$ cat config.mk
export PLATFORM = sky130hd
export DESIGN_NAME = pwr_rail_seq
export DESIGN_NICKNAME = d
export VERILOG_FILES = /design/src/rtl/pwr_seq_pkg.sv /design/src/rtl/pseq_timer.sv /design/src/rtl/pseq_regs.sv /design/src/rtl/pseq_ctrl.sv /design/src/rtl/pwr_rail_seq.sv
export SDC_FILE = /design/constraint.sdc
export NUM_CORES = 1
export LEC_CHECK = 0
export BUFFER_PORTS_ARGS = -buffer_cell sky130_fd_sc_hd__buf_2
export CAP_MARGIN = 20
export CELL_PAD_IN_SITES_DETAIL_PLACEMENT = 1
export CELL_PAD_IN_SITES_GLOBAL_PLACEMENT = 2
export CORE_ASPECT_RATIO = 1.4
export CORE_MARGIN = 1.5
export CORE_UTILIZATION = 36
export CTS_BUF_LIST = sky130_fd_sc_hd__clkbuf_8
export DETAILED_ROUTE_END_ITERATION = 7
export GPL_ROUTABILITY_DRIVEN = 0
export GPL_TIMING_DRIVEN = 0
export PLACE_DENSITY_LB_ADDON = 0.1
export SYNTH_ARGS = -nofsm -noshare
export SYNTH_HDL_FRONTEND = slang
export SYNTH_SLANG_ARGS = --single-unit
$ cat constraint.sdc
create_clock -name clk -period 6 [get_ports clk]
set_input_delay 0 -clock clk [delete_from_list [all_inputs] [get_ports clk]]
set_output_delay 0 -clock clk [all_outputs]
set_load 0.005 [all_outputs]
$ cat src/rtl/pwr_seq_pkg.sv
package pwr_seq_pkg;

    // Layout of the status byte fixes the rail count.
    localparam int NUM_RAILS = 4;
    localparam int ADDR_W    = 14;
    localparam int IDX_W     = $clog2(NUM_RAILS);

    localparam logic [ADDR_W-1:0] OFS_VERSION = 14'h2000;
    localparam logic [ADDR_W-1:0] OFS_CTRL    = 14'h2006;
    localparam logic [ADDR_W-1:0] OFS_STATUS  = 14'h200A;
    localparam logic [ADDR_W-1:0] OFS_FAIL    = 14'h200B;

    typedef enum logic [2:0] {
        SQ_OFF,
        SQ_UP,
        SQ_ON,
        SQ_DOWN,
        SQ_DRAIN,
        SQ_FAULT
    } seq_state_e;

    typedef struct packed {
        seq_state_e       st;
        logic [IDX_W-1:0] idx;
    } seq_reg_t;

    typedef struct packed {
        logic                 enable;
        logic                 alarm;
        logic [NUM_RAILS-1:0] fail;
    } reg_file_t;

endpackage

$ cat src/rtl/pseq_timer.sv
module pseq_timer #(
    parameter int W = 8
) (
    input  logic         clk,
    input  logic         rst_n,
    input  logic         clr,
    input  logic         inc,
    output logic [W-1:0] count
);

    logic [W-1:0] cnt_d, cnt_q;

    always_comb begin
        cnt_d = cnt_q;
        if (clr) begin
            cnt_d = '0;
        end else if (inc) begin
            cnt_d = cnt_q + 1'b1;
        end
    end

    always_ff @(posedge clk) begin
        if (!rst_n) begin
            cnt_q <= '0;
        end else begin
            cnt_q <= cnt_d;
        end
    end

    assign count = cnt_q;

endmodule

$ cat src/rtl/pseq_regs.sv
module pseq_regs
    import pwr_seq_pkg::*;
#(
    parameter logic [7:0] VERSION = 8'h03
) (
    input  logic                 clk,
    input  logic                 rst_n,
    input  logic [ADDR_W-1:0]    addr,
    input  logic                 wr,
    input  logic [7:0]           wdata,
    input  logic [NUM_RAILS-1:0] pgood,
    input  logic                 fault_set,
    input  logic [NUM_RAILS-1:0] fault_mask,
    output logic                 enable,
    output logic                 alarm,
    output logic [7:0]           rdata
);

    reg_file_t rf_d, rf_q;
    logic      unused_wbits;

    assign unused_wbits = ^wdata[7:1];

    always_comb begin
        rf_d = rf_q;
        if (wr && addr == OFS_CTRL) begin
            rf_d.enable = wdata[0];
            if (!wdata[0]) begin
                rf_d.alarm = 1'b0;
                rf_d.fail  = '0;
            end
        end
        // A fault reported in the same cycle as a clearing write wins.
        if (fault_set) begin
            rf_d.alarm = 1'b1;
            rf_d.fail  = rf_d.fail | fault_mask;
        end
    end

    always_ff @(posedge clk) begin
        if (!rst_n) begin
            rf_q <= '0;
        end else begin
            rf_q <= rf_d;
        end
    end

    always_comb begin
        unique case (addr)
            OFS_VERSION: rdata = VERSION;
            OFS_CTRL:    rdata = {7'b0, rf_q.enable};
            OFS_STATUS:  rdata = {3'b0, rf_q.alarm, pgood};
            OFS_FAIL:    rdata = {{(8 - NUM_RAILS){1'b0}}, rf_q.fail};
            default:     rdata = 8'h00;
        endcase
    end

    assign enable = rf_q.enable;
    assign alarm  = rf_q.alarm;

endmodule

$ cat src/rtl/pseq_ctrl.sv
module pseq_ctrl
    import pwr_seq_pkg::*;
#(
    parameter int UP_TIMEOUT   = 125_000_000,
    parameter int DOWN_TIMEOUT = 125_000_000,
    parameter int DRAIN_CYCLES = 62_500_000,
    parameter int W            = 27
) (
    input  logic                 clk,
    input  logic                 rst_n,
    input  logic                 enable,
    input  logic                 alarm_latched,
    input  logic                 alarm_in,
    input  logic [NUM_RAILS-1:0] pgood,
    input  logic [W-1:0]         count,
    output logic                 tmr_clr,
    output logic                 tmr_inc,
    output logic                 fault_set,
    output logic [NUM_RAILS-1:0] fault_mask,
    output logic [NUM_RAILS-1:0] rail_en
);

    localparam logic [W-1:0]     UP_LAST    = W'(UP_TIMEOUT - 1);
    localparam logic [W-1:0]     DOWN_LAST  = W'(DOWN_TIMEOUT - 1);
    localparam logic [W-1:0]     DRAIN_LAST = W'(DRAIN_CYCLES - 1);
    localparam logic [IDX_W-1:0] TOP_IDX    = IDX_W'(NUM_RAILS - 1);

    seq_reg_t sq_d, sq_q;

    always_comb begin
        sq_d       = sq_q;
        tmr_clr    = 1'b0;
        tmr_inc    = 1'b0;
        fault_set  = 1'b0;
        fault_mask = '0;
        unique case (sq_q.st)
            SQ_OFF: begin
                if (enable && !alarm_latched) begin
                    sq_d.st  = SQ_UP;
                    sq_d.idx = '0;
                    tmr_clr  = 1'b1;
                end
            end
            SQ_UP: begin
                if (alarm_in) begin
                    sq_d.st   = SQ_FAULT;
                    fault_set = 1'b1;
                end else if (!enable) begin
                    sq_d.st = SQ_DOWN;
                    tmr_clr = 1'b1;
                end else if (pgood[sq_q.idx]) begin
                    tmr_clr = 1'b1;
                    if (sq_q.idx == TOP_IDX) begin
                        sq_d.st = SQ_ON;
                    end else begin
                        sq_d.idx = sq_q.idx + 1'b1;
                    end
                end else if (count == UP_LAST) begin
                    sq_d.st               = SQ_FAULT;
                    fault_set             = 1'b1;
                    fault_mask[sq_q.idx]  = 1'b1;
                end else begin
                    tmr_inc = 1'b1;
                end
            end
            SQ_ON: begin
                if (alarm_in) begin
                    sq_d.st   = SQ_FAULT;
                    fault_set = 1'b1;
                end else if (!enable) begin
                    sq_d.st  = SQ_DOWN;
                    sq_d.idx = TOP_IDX;
                    tmr_clr  = 1'b1;
                end
            end
            SQ_DOWN: begin
                if (!pgood[sq_q.idx] || count == DOWN_LAST) begin
                    tmr_clr = 1'b1;
                    if (sq_q.idx == '0) begin
                        sq_d.st = SQ_DRAIN;
                    end else begin
                        sq_d.idx = sq_q.idx - 1'b1;
                    end
                end else begin
                    tmr_inc = 1'b1;
                end
            end
            SQ_DRAIN: begin
                if (count == DRAIN_LAST) begin
                    sq_d.st = SQ_OFF;
                end else begin
                    tmr_inc = 1'b1;
                end
            end
            SQ_FAULT: begin
                if (!enable) begin
                    sq_d.st = SQ_DRAIN;
                    tmr_clr = 1'b1;
                end
            end
            default: begin
                sq_d.st = SQ_FAULT;
            end
        endcase
    end

    always_ff @(posedge clk) begin
        if (!rst_n) begin
            sq_q <= '{st: SQ_OFF, idx: '0};
        end else begin
            sq_q <= sq_d;
        end
    end

    // Rails up to and including idx while ramping up; below idx while ramping down.
    always_comb begin
        for (int k = 0; k < NUM_RAILS; k++) begin
            unique case (sq_q.st)
                SQ_UP:   rail_en[k] = (k <= int'(sq_q.idx));
                SQ_DOWN: rail_en[k] = (k < int'(sq_q.idx));
                SQ_ON:   rail_en[k] = 1'b1;
                default: rail_en[k] = 1'b0;
            endcase
        end
    end

endmodule

$ cat src/rtl/pwr_rail_seq.sv
module pwr_rail_seq
    import pwr_seq_pkg::*;
#(
    parameter logic [7:0] VERSION      = 8'h03,
    parameter int         UP_TIMEOUT   = 125_000_000,
    parameter int         DOWN_TIMEOUT = 125_000_000,
    parameter int         DRAIN_CYCLES = 62_500_000
) (
    input  logic                 clk,
    input  logic                 rst_n,
    input  logic [ADDR_W-1:0]    bus_addr,
    input  logic                 bus_wr,
    input  logic [7:0]           bus_wdata,
    output logic [7:0]           bus_rdata,
    input  logic [NUM_RAILS-1:0] pgood_in,
    input  logic                 alarm_in,
    output logic [NUM_RAILS-1:0] rail_en
);

    localparam int LIM_A = (UP_TIMEOUT > DOWN_TIMEOUT) ? UP_TIMEOUT : DOWN_TIMEOUT;
    localparam int LIM_M = (LIM_A > DRAIN_CYCLES) ? LIM_A : DRAIN_CYCLES;
    localparam int TW    = $clog2(LIM_M + 1);

    logic                 enable_w;
    logic                 alarm_w;
    logic                 fault_set_w;
    logic [NUM_RAILS-1:0] fault_mask_w;
    logic                 tmr_clr_w;
    logic                 tmr_inc_w;
    logic [TW-1:0]        tmr_cnt_w;

    pseq_regs #(
        .VERSION(VERSION)
    ) u_regs (
        .clk        (clk),
        .rst_n      (rst_n),
        .addr       (bus_addr),
        .wr         (bus_wr),
        .wdata      (bus_wdata),
        .pgood      (pgood_in),
        .fault_set  (fault_set_w),
        .fault_mask (fault_mask_w),
        .enable     (enable_w),
        .alarm      (alarm_w),
        .rdata      (bus_rdata)
    );

    pseq_timer #(
        .W(TW)
    ) u_timer (
        .clk   (clk),
        .rst_n (rst_n),
        .clr   (tmr_clr_w),
        .inc   (tmr_inc_w),
        .count (tmr_cnt_w)
    );

    pseq_ctrl #(
        .UP_TIMEOUT   (UP_TIMEOUT),
        .DOWN_TIMEOUT (DOWN_TIMEOUT),
        .DRAIN_CYCLES (DRAIN_CYCLES),
        .W            (TW)
    ) u_ctrl (
        .clk           (clk),
        .rst_n         (rst_n),
        .enable        (enable_w),
        .alarm_latched (alarm_w),
        .alarm_in      (alarm_in),
        .pgood         (pgood_in),
        .count         (tmr_cnt_w),
        .tmr_clr       (tmr_clr_w),
        .tmr_inc       (tmr_inc_w),
        .fault_set     (fault_set_w),
        .fault_mask    (fault_mask_w),
        .rail_en       (rail_en)
    );

endmodule

# After elaboration in Yosys (flattened, before gate mapping)
# Cells that the tools add are included.
[word_totals]
register_bits = 38
output_inout_bits = 12
elab_cells = 120
in_bits = 30
[op_classes]
n_bitwise = 2
magnitude_cmp = 8
addsub = 3
mux = 58
n_eq_ne = 28
reduce_logical = 15
[op_table]
columns = ["operator", "n"]
rows = [
  ["$eq 14x14->1 const B", 4],
  ["$mux 5", 6],
  ["$add 27x1->27 const B", 1],
  ["$eq 27x26->1 const B", 1],
  ["$eq 27x27->1 const B", 1],
  ["$mux 3", 9],
  ["$mux 1", 20],
  ["$mux 4", 5],
  ["$pmux 5 s4", 1],
  ["$pmux 3 s6", 1],
  ["$ne 2x2->1 const B", 7],
  ["$mux 2", 6],
  ["$ne 2x1->1 const B", 6],
  ["$reduce_and 10->1", 1],
  ["$pmux 1 s3", 3],
  ["$pmux 2 s4", 1],
  ["$reduce_and 8->1", 1],
  ["$eq 3x2->1 const B", 2],
  ["$eq 3x3->1 const B", 2],
  ["$pmux 1 s2", 3],
  ["$ne 5x3->1 const B", 1],
  ["$ne 5x4->1 const B", 1],
  ["$pmux 1 s5", 1],
  ["$le 2x2->1 const A", 2],
  ["23 further kinds", 28],
]

# Logic depth before layout (Yosys ltp)
# Gate-level depths: netlist of the first run.
[depth]
depth_word = 11
depth_mapped = 9
depth_no_buf = 8

# Hierarchy
# A second synthesis of the first run with hierarchy kept.
[hier_totals]
cells_unflattened = 314
hier_area_um2 = 2527.4
[by_module_without_submodules]
columns = ["mod", "cells_each", "seq_area_each_um2", "area_per_inst_um2", "n_inst"]
rows = [
  ["pseq_timer", 146, 540.5, 1232.4, 1],
  ["pseq_ctrl", 110, 100.1, 809.5, 1],
  ["pseq_regs", 58, 120.1, 485.5, 1],
]

# Worst setup path before layout of the first run
# Ideal clock, no wire load.
[synth_path]
path_type = "register to register"
from = "register u_ctrl.sq_q[0] in the netlist's numbering"
to = "register u_timer.cnt_q[22] (netlist: u_timer.count[22])"
path_slack_ns = 3.840
required_time_ns = 5.879
arrival_time_ns = 2.039
setup_ns = 0.121
n_path_buf = 0
synth_period_minus_slack_ns = 2.160
stages_incl_launch_ff = 7
cell_sequence = "dfxtp_1 mux4_2 mux2i_1 o211ai_2 nand2_2 nor3b_1 mux2_2"
[synth_via]
elab_chain_len = 7
elab_cells_between_ends = 15
classes_between = "mux: 12; reduce/logical: 3"
[synth_lines]
columns = ["item", "line_no", "rtl"]
rows = [
  ["start: declaration", "pseq_ctrl.sv:28", "seq_reg_t sq_d, sq_q;"],
  ["start signal: assignment", "pseq_ctrl.sv:109", "sq_q <= '{st: SQ_OFF, idx: '0};"],
  ["start signal: assignment", "pseq_ctrl.sv:111", "sq_q <= sq_d;"],
  ["$bmux 1 s2 *", "pseq_ctrl.sv:51, pseq_ctrl.sv:77", ""],
  ["$mux 1 (not written as such) *", "pseq_ctrl.sv:51, pseq_ctrl.sv:77", ""],
  ["$mux 1 or $logic_not 1->1 (tied branches)", "pseq_ctrl.sv:51, pseq_ctrl.sv:77", ""],
  ["$mux 1 or $logic_or 1x1->1 (tied branches)", "pseq_ctrl.sv:48, pseq_ctrl.sv:77", ""],
  ["$mux 1, on equally long branches", "pseq_ctrl.sv:45, pseq_ctrl.sv:77", ""],
  ["$pmux 1 s5", "pseq_ctrl.sv:36", "unique case (sq_q.st)"],
  ["$reduce_or 2->1 (no source line)", "--", ""],
  ["end signal: assignment", "pseq_timer.sv:26", "cnt_q <= cnt_d;"],
  ["end: declaration", "pseq_timer.sv:11", "logic [W-1:0] cnt_d, cnt_q;"],
]
# Every way passes the cells marked *; elsewhere a longest branch is shown, timed or not. The select of a mux whose other input is x is not followed.
# A chain may end at the register's enable or synchronous reset.

# Worst setup path in the final report of the first run
[layout_path]
from = "register u_ctrl.sq_q[2] in the netlist's numbering"
to = "register u_timer.cnt_q[21] (netlist: u_timer.count[21])"
[layout_via]
elab_chain_len = 3
elab_cells_between_ends = 9
classes_between = "eq/ne: 5; mux: 2; reduce/logical: 2"
[layout_lines]
columns = ["item", "line_no"]
rows = [
  ["$eq 3x3->1 (tied with other cells)", "pseq_ctrl.sv:36"],
  ["$pmux 1 s5", "pseq_ctrl.sv:36"],
  ["$reduce_or 2->1 (no source line)", "--"],
]
# Several ways; a longest one is shown, not always the timed one.

==> key figures, run 1 <==
Status
  – Outcome: finished, final reports clean

Worst setup path
  – Depth of the most critical reg-to-reg path: 8
  – Reg-to-Reg End: u_timer.count[21]
  – Cell with the largest stage delay on the worst path: nor2b_1
  – Worst setup path startpoint: u_ctrl.sq_q[2]
  – Crit Path Class: register to register
  – Req. time, crit path: 6150 ps
  – CP arrival: 2780 ps
  – CP max FO: 10
  – Reg-to-Reg Start: u_ctrl.sq_q[2]
  – Flop2flop setup slack: 3370 ps
  – Crit-path cells: clkbuf_1, nor2b_1, and2_1, a221o_1, a311o_1, buf_2, buf_1, nor2_1
  – Kind of start point of the critical path: register
  – CP max stage delay: 460 ps
  – Crit path to: u_timer.count[21]
  – Worst Setup End Kind: register

STA
  – RSZ-0062 raised after global routing: false
  – Fin crit period: 2630 ps
  – Hold Violations, Final: 0
  – Hold_ws: 36.1 ps
  – Headroom to the max-slew limit: 0.647
  – Setup violations, final: 0
  – Final Skew: 8.53 ps
  – Worst slew pin tran: 526 ps
  – Sum Neg Setup Slack: 0 ps
  – Fmax achieved: 0.381 GHz
  – Crit share post-route: 0.438
  – Pins Over Slew Limit: 0

Detailed routing
  – # DRC: 0
  – Iteration-0 DRC Markers: 78
  – DR vias: 2430
  – Via density: 5.49
  – Routed len/inst: 16.6 um
  – Wirelength, routed: 7330 um
  – DR pass1 iterations: 4
  – Routed Antenna Nets: 0

Die
  – Initial Util: 0.375
  – Core ar.: 6610 um^2
  – Die X: 73.1 um
  – Die ar.: 7400 um^2
  – Num rows: 35
  – Top-Level Pins: 42
  – Die Span Y: 101 um

Logic synthesis
  – Cells after Synth: 311
  – Synth async-reset ratio: 0
  – Sequential-to-total area share from yosys stat: 0.307
  – Synth warn: 0
  – Syn_area_per_cell: 7.97 um^2
  – Ys flop type: dfxtp_1
  – Synthesized flop and latch total: 38
  – Cell area after synthesis: 2480 um^2
  – Synth cell types: 56
  – Post-synth EDFFs: 0

Clock tree
  – Num CTS Buffers: 5
  – Number of hold buffers added after cts: 1
  – Clock Root Buffer: clkbuf_8
  – Post_cts resized: 0
  – CTS max path bufs: 2
  – Htree depth: 2
  – CTS tree: yes
  – Clk_lat worst skew: 290 ps
  – Post-CTS Setup Repair Bufs: 0
  – Clock transition at path regs: 80 ps
  – Clk sinks: 38

Layout
  – Register area: 761 um^2
  – Final nets: 386
  – Filler Cells Inserted: 842
  – Multi-input gate area: 1580 um^2
  – Core Util, Final: 0.433
  – Share of cells above drive strength 1: 0.148
  – P&R area growth vs syn: 15.6%
  – Commonest non-fill, non-tap cells in the layout: 41 x nor2_1, 38 x dfxtp_1, 31 x buf_2, 26 x xnor2_1, 24 x nand2_1
  – Fin area: 2870 um^2
  – Commonest non-fill, non-tap cell in the layout: nor2_1
  – # diodes: 0

Placement
  – Dpl hpwl: 5660 um
  – DP Area: 2750 um^2
  – Port Buf Inserts: 29

Global routing
  – Vias in the first global route: 2495
  – Global-route wire length before repair: 12300 um
  – GRT Util Overall: 0.211
  – Met2 Resource Use GR: 0.396
  – Gr ovfl total: 0
  – GRT met3 Usage: 0.0308
  – Gr busiest metal: met2
  – Initial antenna violation count: 0
  – M1 GR Usage: 0.239
  – Largest net degree at the start of global routing: 13

Power
  – Peak VDD IR: 0.0962 mV
  – Pwr per Cell Area: 244 nW/um^2
  – P_leak: 0.955 nW

Hold path
  – HP Start: rst_n
  – Hold crit path type: input pin to register

Run
  – Maxcap violations: 0
-- sequential cells by signal, indices dropped and copies added, names as in the netlist --
signal         flops
u_regs.enable      1
u_timer.count     27
u_regs.alarm       1
u_regs.rf_q        4
u_ctrl.sq_q        5
-- final cells by class --
cell class	count	share of cell area
buffer	19	0.0310
clock buffer	5	0.0240
clock inverter	3	0.0140
inverter	14	0.0183
multi-input combinational	242	0.553
sequential	38	0.266
tap	92	0.0402
timing repair buffer	30	0.0541
-- logic make-up after synthesis --
logic type,share of synthesized area
AO/OA/AOI/OAI,0.198
XOR/XNOR,0.0919
adder cells (fa/ha/maj),0.0303
buffers and inverters,0.0570
flip-flops,0.307
multiplexers,0.0379
other,0.00151
AND/OR/NAND/NOR,0.276
-- worst max-delay path, delay by kind of cell, from the launching register on --
kind | cells | cell delay (ps)
buffers and inverters | 3 | 1010
AND/OR/NAND/NOR | 3 | 870
flip-flops | 1 | 310
AO/OA/AOI/OAI | 2 | 300
-- through the flow --
| step | total power [mW] | setup slack (ps) | instances |
|---|---|---|---|
| floorplan | 0.419 | 3840 | 313 |
| global placement | 0.484 | 3410 | 434 |
| detailed placement | 0.486 | 3370 | 434 |
| CTS | 0.708 | 3340 | 443 |
| global route | 0.744 | 3220 | 443 |
| finish | 0.698 | 3370 | 443 |
-- per-layer routing --
layer,vias up,share of wire
met2,36,0.54
li1,1194,-
met4,0,0.022
met3,16,0.023
met5,-,0
met1,1184,0.42
-- synthesized netlist by cell type, types with 2 or more instances --
cell type | instances | area (um^2)
a211oi_1 | 12 | 90.1
a2111oi_1 | 5 | 50.1
a2111oi_0 | 2 | 17.5
xnor2_1 | 26 | 228
nand2_1 | 24 | 90.1
inv_1 | 14 | 52.6
nor4bb_1 | 3 | 30.0
buf_2 | 2 | 10.0
nor4b_1 | 2 | 17.5
nor2_1 | 41 | 154
nand4_1 | 7 | 43.8
or2_2 | 2 | 12.5
nor4_1 | 4 | 25.0
nor3b_1 | 2 | 15.0
buf_4 | 4 | 30.0
and4_1 | 2 | 17.5
a22o_1 | 4 | 35.0
nor3_1 | 8 | 40.0
nor2b_1 | 2 | 12.5
nand3_1 | 14 | 70.1
and3_1 | 5 | 31.3
o21ai_0 | 8 | 40.0
a31oi_1 | 2 | 12.5
mux2i_1 | 6 | 60.1
nand2b_1 | 4 | 25.0
dfxtp_1 | 38 | 761
a211o_1 | 2 | 17.5
and2_1 | 3 | 18.8
clkbuf_1 | 11 | 41.3
ha_1 | 6 | 75.1
buf_1 | 2 | 7.51
or3_1 | 2 | 12.5
a21boi_0 | 3 | 22.5
a21oi_1 | 17 | 85.1
-- how the worst min path moves through the flow --
stage	to	slack (ps)	depth (start not counted)
6_report	u_ctrl.sq_q[3]	40	3
5_1_grt	u_ctrl.sq_q[3]	50	3
4_1_cts	u_ctrl.sq_q[3]	30	3
3_5_place_dp	u_regs.enable	280	3
3_3_place_gp	u_regs.enable	280	3
2_1_floorplan	bus_rdata[1]	40	1
-- power breakdown --
group | total, mW | switching [mW] | internal [mW] | leakage, nW
registers | 0.273 | 0.0108 | 0.263 | 0.306
logic | 0.205 | 0.135 | 0.0703 | 0.591
clock network | 0.220 | 0.0970 | 0.123 | 0.0579
Note: power is estimated with default switching activity, not from simulation.
==> run 2, diff against run 1 <==
--- a/config.mk
+++ b/config.mk
@@ -11,7 +11,7 @@
 export CELL_PAD_IN_SITES_GLOBAL_PLACEMENT = 2
 export CORE_ASPECT_RATIO = 1.4
 export CORE_MARGIN = 1.5
-export CORE_UTILIZATION = 36
+export CORE_UTILIZATION = 34
 export CTS_BUF_LIST = sky130_fd_sc_hd__clkbuf_8
 export DETAILED_ROUTE_END_ITERATION = 7
 export GPL_ROUTABILITY_DRIVEN = 0
==> constraint.sdc (replaced) <==
create_clock -name clk -period 2.8 [get_ports clk]
set_input_delay 0 -clock clk [delete_from_list [all_inputs] [get_ports clk]]
set_output_delay 0 -clock clk [all_outputs]
set_load 0.005 [all_outputs]
==> key figures, run 2 (synthesized netlist as in run 1, its figures left out) <==
Global routing
  – Largest net degree at the start of global routing: 12
  – Gr busiest metal: met2
  – Initial antenna violation count: 0
  – GRT Util Overall: 0.201
  – Global-route wire length before repair: 12400 um
  – Met2 Resource Use GR: 0.387
  – M1 GR Usage: 0.223
  – Vias in the first global route: 2508
  – GRT met3 Usage: 0.0203
  – Gr ovfl total: 0

Detailed routing
  – DR vias: 2364
  – Iteration-0 DRC Markers: 111
  – # DRC: 0
  – DR pass1 iterations: 4
  – Routed len/inst: 16.5 um
  – Via density: 5.31
  – Routed Antenna Nets: 0
  – Wirelength, routed: 7350 um

STA
  – Final Skew: 12.6 ps
  – Setup violations, final: 0
  – Fin crit period: 2510 ps
  – Pins Over Slew Limit: 0
  – Worst slew pin tran: 583 ps
  – Fmax achieved: 0.399 GHz
  – Sum Neg Setup Slack: 0 ps
  – Crit share post-route: 0.895
  – Hold Violations, Final: 0
  – RSZ-0062 raised after global routing: false
  – Headroom to the max-slew limit: 0.608

Die
  – Die X: 75.2 um
  – Initial Util: 0.353
  – Top-Level Pins: 42
  – Die ar.: 7820 um^2
  – Core ar.: 7030 um^2
  – Num rows: 36
  – Die Span Y: 104 um

Worst setup path
  – Flop2flop setup slack: 290 ps
  – Depth of the most critical reg-to-reg path: 7
  – Kind of start point of the critical path: register
  – Req. time, crit path: 2980 ps
  – CP max FO: 10
  – Worst Setup End Kind: register
  – Crit Path Class: register to register
  – Reg-to-Reg Start: u_ctrl.sq_q[0]
  – CP arrival: 2680 ps
  – Reg-to-Reg End: u_timer.count[24]

Clock tree
  – CTS tree: yes
  – Clk_lat worst skew: 290 ps
  – Post-CTS Setup Repair Bufs: 0
  – CTS max path bufs: 2
  – Clk sinks: 38
  – Post_cts resized: 0
  – Num CTS Buffers: 5
  – Number of hold buffers added after cts: 0
  – Clock transition at path regs: 90 ps
  – Htree depth: 2
  – Clock Root Buffer: clkbuf_8

Layout
  – P&R area growth vs syn: 14.7%
  – Fin area: 2840 um^2
  – Max FFs per register: 27
  – Commonest non-fill, non-tap cells in the layout: 41 x nor2_1, 38 x dfxtp_1, 31 x buf_2, 26 x xnor2_1, 24 x nand2_1
  – Share of cells above drive strength 1: 0.151
  – Filler Cells Inserted: 923
  – Commonest non-fill, non-tap cell in the layout: nor2_1
  – # diodes: 0
  – Final nets: 385

Status
  – Outcome: finished, final reports clean

Placement
  – DP Area: 2750 um^2
  – Dpl hpwl: 5720 um
  – Port Buf Inserts: 29

Hold path
  – HP Start: bus_wdata[0]
  – Min-Delay Path Depth: 3
  – Hold crit path type: input pin to register
  – Hold Path End: u_regs.enable

Run
  – Maxcap violations: 0

Power
  – Tot Pwr: 1.43 mW
  – P_leak: 0.951 nW
  – Peak VDD IR: 0.273 mV
  – Pwr per Cell Area: 503 nW/um^2
[run 2: metrics by stage]
step           utilization  hold WS, ps  instances  setup WS (ps)
4_1_cts              0.404         9.98        445            178
3_3_place_gp         0.391          277        437            171
2_1_floorplan            -         36.5        313            640
3_5_place_dp         0.391          307        437            207
5_1_grt              0.405         34.2        445           60.9
6_report             0.405         14.8        445            295
[run 2: worst max-delay path, cell delays in order (launching register included)]
cell      delay (ps)
dfxtp_1          500
mux4_2           660
mux2i_1          220
o211ai_2         230
buf_2            270
a211oi_1         280
xnor2_1          160
nor2_1            60
[run 2: worst max-delay path by stage]
stage / start / to / slack [ps] / depth (start not counted)
2_1_floorplan: u_ctrl.sq_q[0] / u_timer.count[22] / 640 / 6
3_3_place_gp: u_ctrl.sq_q[2] / u_timer.count[18] / 170 / 8
3_5_place_dp: u_ctrl.sq_q[2] / u_timer.count[24] / 210 / 8
4_1_cts: u_ctrl.sq_q[2] / u_timer.count[24] / 180 / 8
5_1_grt: u_ctrl.sq_q[2] / u_ctrl.sq_q[1] / 60 / 7
6_report: u_ctrl.sq_q[0] / u_timer.count[24] / 290 / 7
[run 2: final cells by class]
cell class                      count  area [um^2]  share of cell area
Clock inverter                      2         8.76             0.00308
Clock buffer                        6         82.6              0.0290
Buffer                             19         91.3              0.0321
Timing Repair Buffer               29          145              0.0510
Tap cell                           95          119              0.0418
Multi-Input combinational cell    242         1580               0.557
Sequential cell                    38          761               0.267
Inverter                           14         52.6              0.0185
[run 2: report_power, final]
group	leakage [nW]	internal [mW]	total, mW	switching (mW)
logic	0.593	0.152	0.444	0.293
registers	0.306	0.563	0.585	0.0226
clock network	0.0524	0.196	0.402	0.207
total	0.951	0.910	1.43	0.522
[run 2: per-layer routing]
metal,wire (um),part of all wire
met4,73,0.0099
met3,150,0.020
met2,4100,0.56
met1,3030,0.41
met5,0,0
==> run 3, diff against run 2 <==
--- a/config.mk
+++ b/config.mk
@@ -6,17 +6,18 @@
 export NUM_CORES = 1
 export LEC_CHECK = 0
 export BUFFER_PORTS_ARGS = -buffer_cell sky130_fd_sc_hd__buf_2
-export CAP_MARGIN = 20
-export CELL_PAD_IN_SITES_DETAIL_PLACEMENT = 1
-export CELL_PAD_IN_SITES_GLOBAL_PLACEMENT = 2
+export CAP_MARGIN = 10
+export CELL_PAD_IN_SITES_DETAIL_PLACEMENT = 0
+export CELL_PAD_IN_SITES_GLOBAL_PLACEMENT = 1
 export CORE_ASPECT_RATIO = 1.4
 export CORE_MARGIN = 1.5
-export CORE_UTILIZATION = 34
+export CORE_UTILIZATION = 43
 export CTS_BUF_LIST = sky130_fd_sc_hd__clkbuf_8
 export DETAILED_ROUTE_END_ITERATION = 7
 export GPL_ROUTABILITY_DRIVEN = 0
 export GPL_TIMING_DRIVEN = 0
 export PLACE_DENSITY_LB_ADDON = 0.1
+export SLEW_MARGIN = 20
 export SYNTH_ARGS = -nofsm -noshare
 export SYNTH_HDL_FRONTEND = slang
 export SYNTH_SLANG_ARGS = --single-unit
==> key figures, run 3 (synthesized netlist as in run 1, its figures left out) <==
STA
  – Hold_ws: 28.0 ps
  – Hold Violations, Final: 0
  – Final Skew: 8.26 ps
  – Worst slew pin tran: 545 ps
  – Setup violations, final: 0
  – Sum Neg Setup Slack: 0 ps
  – Crit share post-route: 0.893
  – Headroom to the max-slew limit: 0.634
  – RSZ-0062 raised after global routing: false
  – Pins Over Slew Limit: 0
  – Fin crit period: 2500 ps
  – Fmax achieved: 0.400 GHz

Global routing
  – Initial antenna violation count: 0
  – Vias in the first global route: 2248
  – Global-route wire length before repair: 10700 um
  – Gr ovfl total: 0
  – GRT met3 Usage: 0.0255
  – Met2 Resource Use GR: 0.403
  – Largest net degree at the start of global routing: 13
  – M1 GR Usage: 0.258
  – Gr busiest metal: met2
  – GRT Util Overall: 0.222

Die
  – Die ar.: 6230 um^2
  – Die Span Y: 92.8 um
  – Top-Level Pins: 42
  – Num rows: 32
  – Die X: 67.2 um
  – Core ar.: 5530 um^2
  – Initial Util: 0.449

Detailed routing
  – # DRC: 0
  – Routed Antenna Nets: 0
  – Iteration-0 DRC Markers: 160
  – DR pass1 iterations: 5
  – Via density: 5.64
  – Routed len/inst: 15.3 um
  – DR vias: 2364
  – Wirelength, routed: 6430 um

Power
  – Peak VDD IR: 0.284 mV
  – Share of power burned in registers: 0.366
  – Net Sw Power: 0.503 mW
  – P_leak: 0.969 nW
  – Switching Fraction: 0.315
  – Clk pwr share: 0.364
  – Pwr per Cell Area: 556 nW/um^2
  – P_int: 1.09 mW
  – Comb pwr share: 0.270

Status
  – Outcome: finished, final reports clean

Worst setup path
  – CP max stage delay: 640 ps
  – CP max FO: 10
  – WP buf/inv: 2
  – CP arrival: 2720 ps
  – Cell family with most CP delay: compound AO/OA/AOI/OAI gates
  – Kind of start point of the critical path: register
  – Req. time, crit path: 3020 ps
  – Cell with the largest stage delay on the worst path: mux4_2
  – Worst Setup End Kind: register
  – Crit-path cells: mux4_2, a221o_1, a311o_1, buf_2, buf_1, nor2_1
  – Crit Path Class: register to register

Layout
  – Final nets: 386
  – Commonest non-fill, non-tap cell in the layout: nor2_1
  – Multi-input gate area: 1590 um^2
  – Filler Cells Inserted: 569
  – Max FFs per register: 27
  – Register area: 761 um^2
  – P&R area growth vs syn: 15.9%
  – # diodes: 0
  – Commonest non-fill, non-tap cells in the layout: 41 x nor2_1, 38 x dfxtp_1, 31 x buf_2, 26 x xnor2_1, 24 x nand2_1
  – Share of cells above drive strength 1: 0.151

Run
  – Maxcap violations: 0

Placement
  – Port Buf Inserts: 29
  – Dpl hpwl: 4890 um

Clock tree
  – CTS tree: yes
  – Post-CTS Setup Repair Bufs: 0
  – Num CTS Buffers: 5
  – Htree depth: 2
  – CTS max path bufs: 2
  – Clk_lat worst skew: 290 ps
  – Clk sinks: 38
  – Clock Root Buffer: clkbuf_8
  – Clock transition at path regs: 80 ps

Hold path
  – Hold crit path type: input pin to register
run 3: changes by cell type in the layout (fill, tap and decap cells not counted), sizes merged:
cell / previous run / this run
inv: 15 / 14
buf: 35 / 37
bufinv: 0 / 2
clkinv: 1 / 0
dlygate4sd3: 0 / 1
clkbuf: 19 / 17
run 3: area by class of cell:
cell class / count / area share
Multi-Input combinational cell: 242 / 0.553
Buffer: 19 / 0.0309
Sequential cell: 38 / 0.265
Clock buffer: 6 / 0.0288
Inverter: 14 / 0.0183
Tap cell: 68 / 0.0296
Clock inverter: 2 / 0.0209
Timing Repair Buffer: 30 / 0.0540
run 3: worst paths after layout:
check,startpoint,to,slack (ps),cells past startpoint
max,u_ctrl.sq_q[0],u_timer.count[18],300,6
max reg2reg,u_ctrl.sq_q[0],u_timer.count[18],300,6
min reg2reg,u_regs.rf_q[3],u_regs.rf_q[3],490,1
min,rst_n,u_ctrl.sq_q[3],30,3
run 3: power groups by stage:
stage	Clock, mW	Sequential [mW]	Combinational (mW)
2_1_floorplan	0	0.591	0.306
3_3_place_gp	0	0.597	0.429
3_5_place_dp	0	0.597	0.424
4_1_cts	0.599	0.585	0.427
5_1_grt	0.619	0.590	0.474
6_report	0.581	0.585	0.432
run 3: metal layers:
metal / part of all wire / vias up
li1: - / 1191
met3: 0.041 / 13
met5: 0 / -
met4: 0.022 / 0
met1: 0.42 / 1095
met2: 0.52 / 65
run 3: timing repair:
item | CTS | global route
hold buffers | 1 | 0
setup endpoints to repair | 0 | 2
hold endpoints to repair | 1 | 0
resized for setup | 0 | 1
run 3: worst min-delay path: cells and delay by family:
kind	cells	cell delay [ps]
buffers and inverters	1	140
AO/OA/AOI/OAI	1	60
AND/OR/NAND/NOR	1	70
run 3: metrics by stage:
stage                     utilization  cell area, um^2  total power [mW]  worst slack [ps]  std cells
after floorplan                     -             2490             0.897               640        313
after global placement          0.492             2720              1.03               265        410
after detailed placement        0.492             2720              1.02               287        410
after CTS                       0.519             2870              1.61               268        419
after global routing            0.520             2870              1.68               112        419
final                           0.520             2870              1.60               300        419
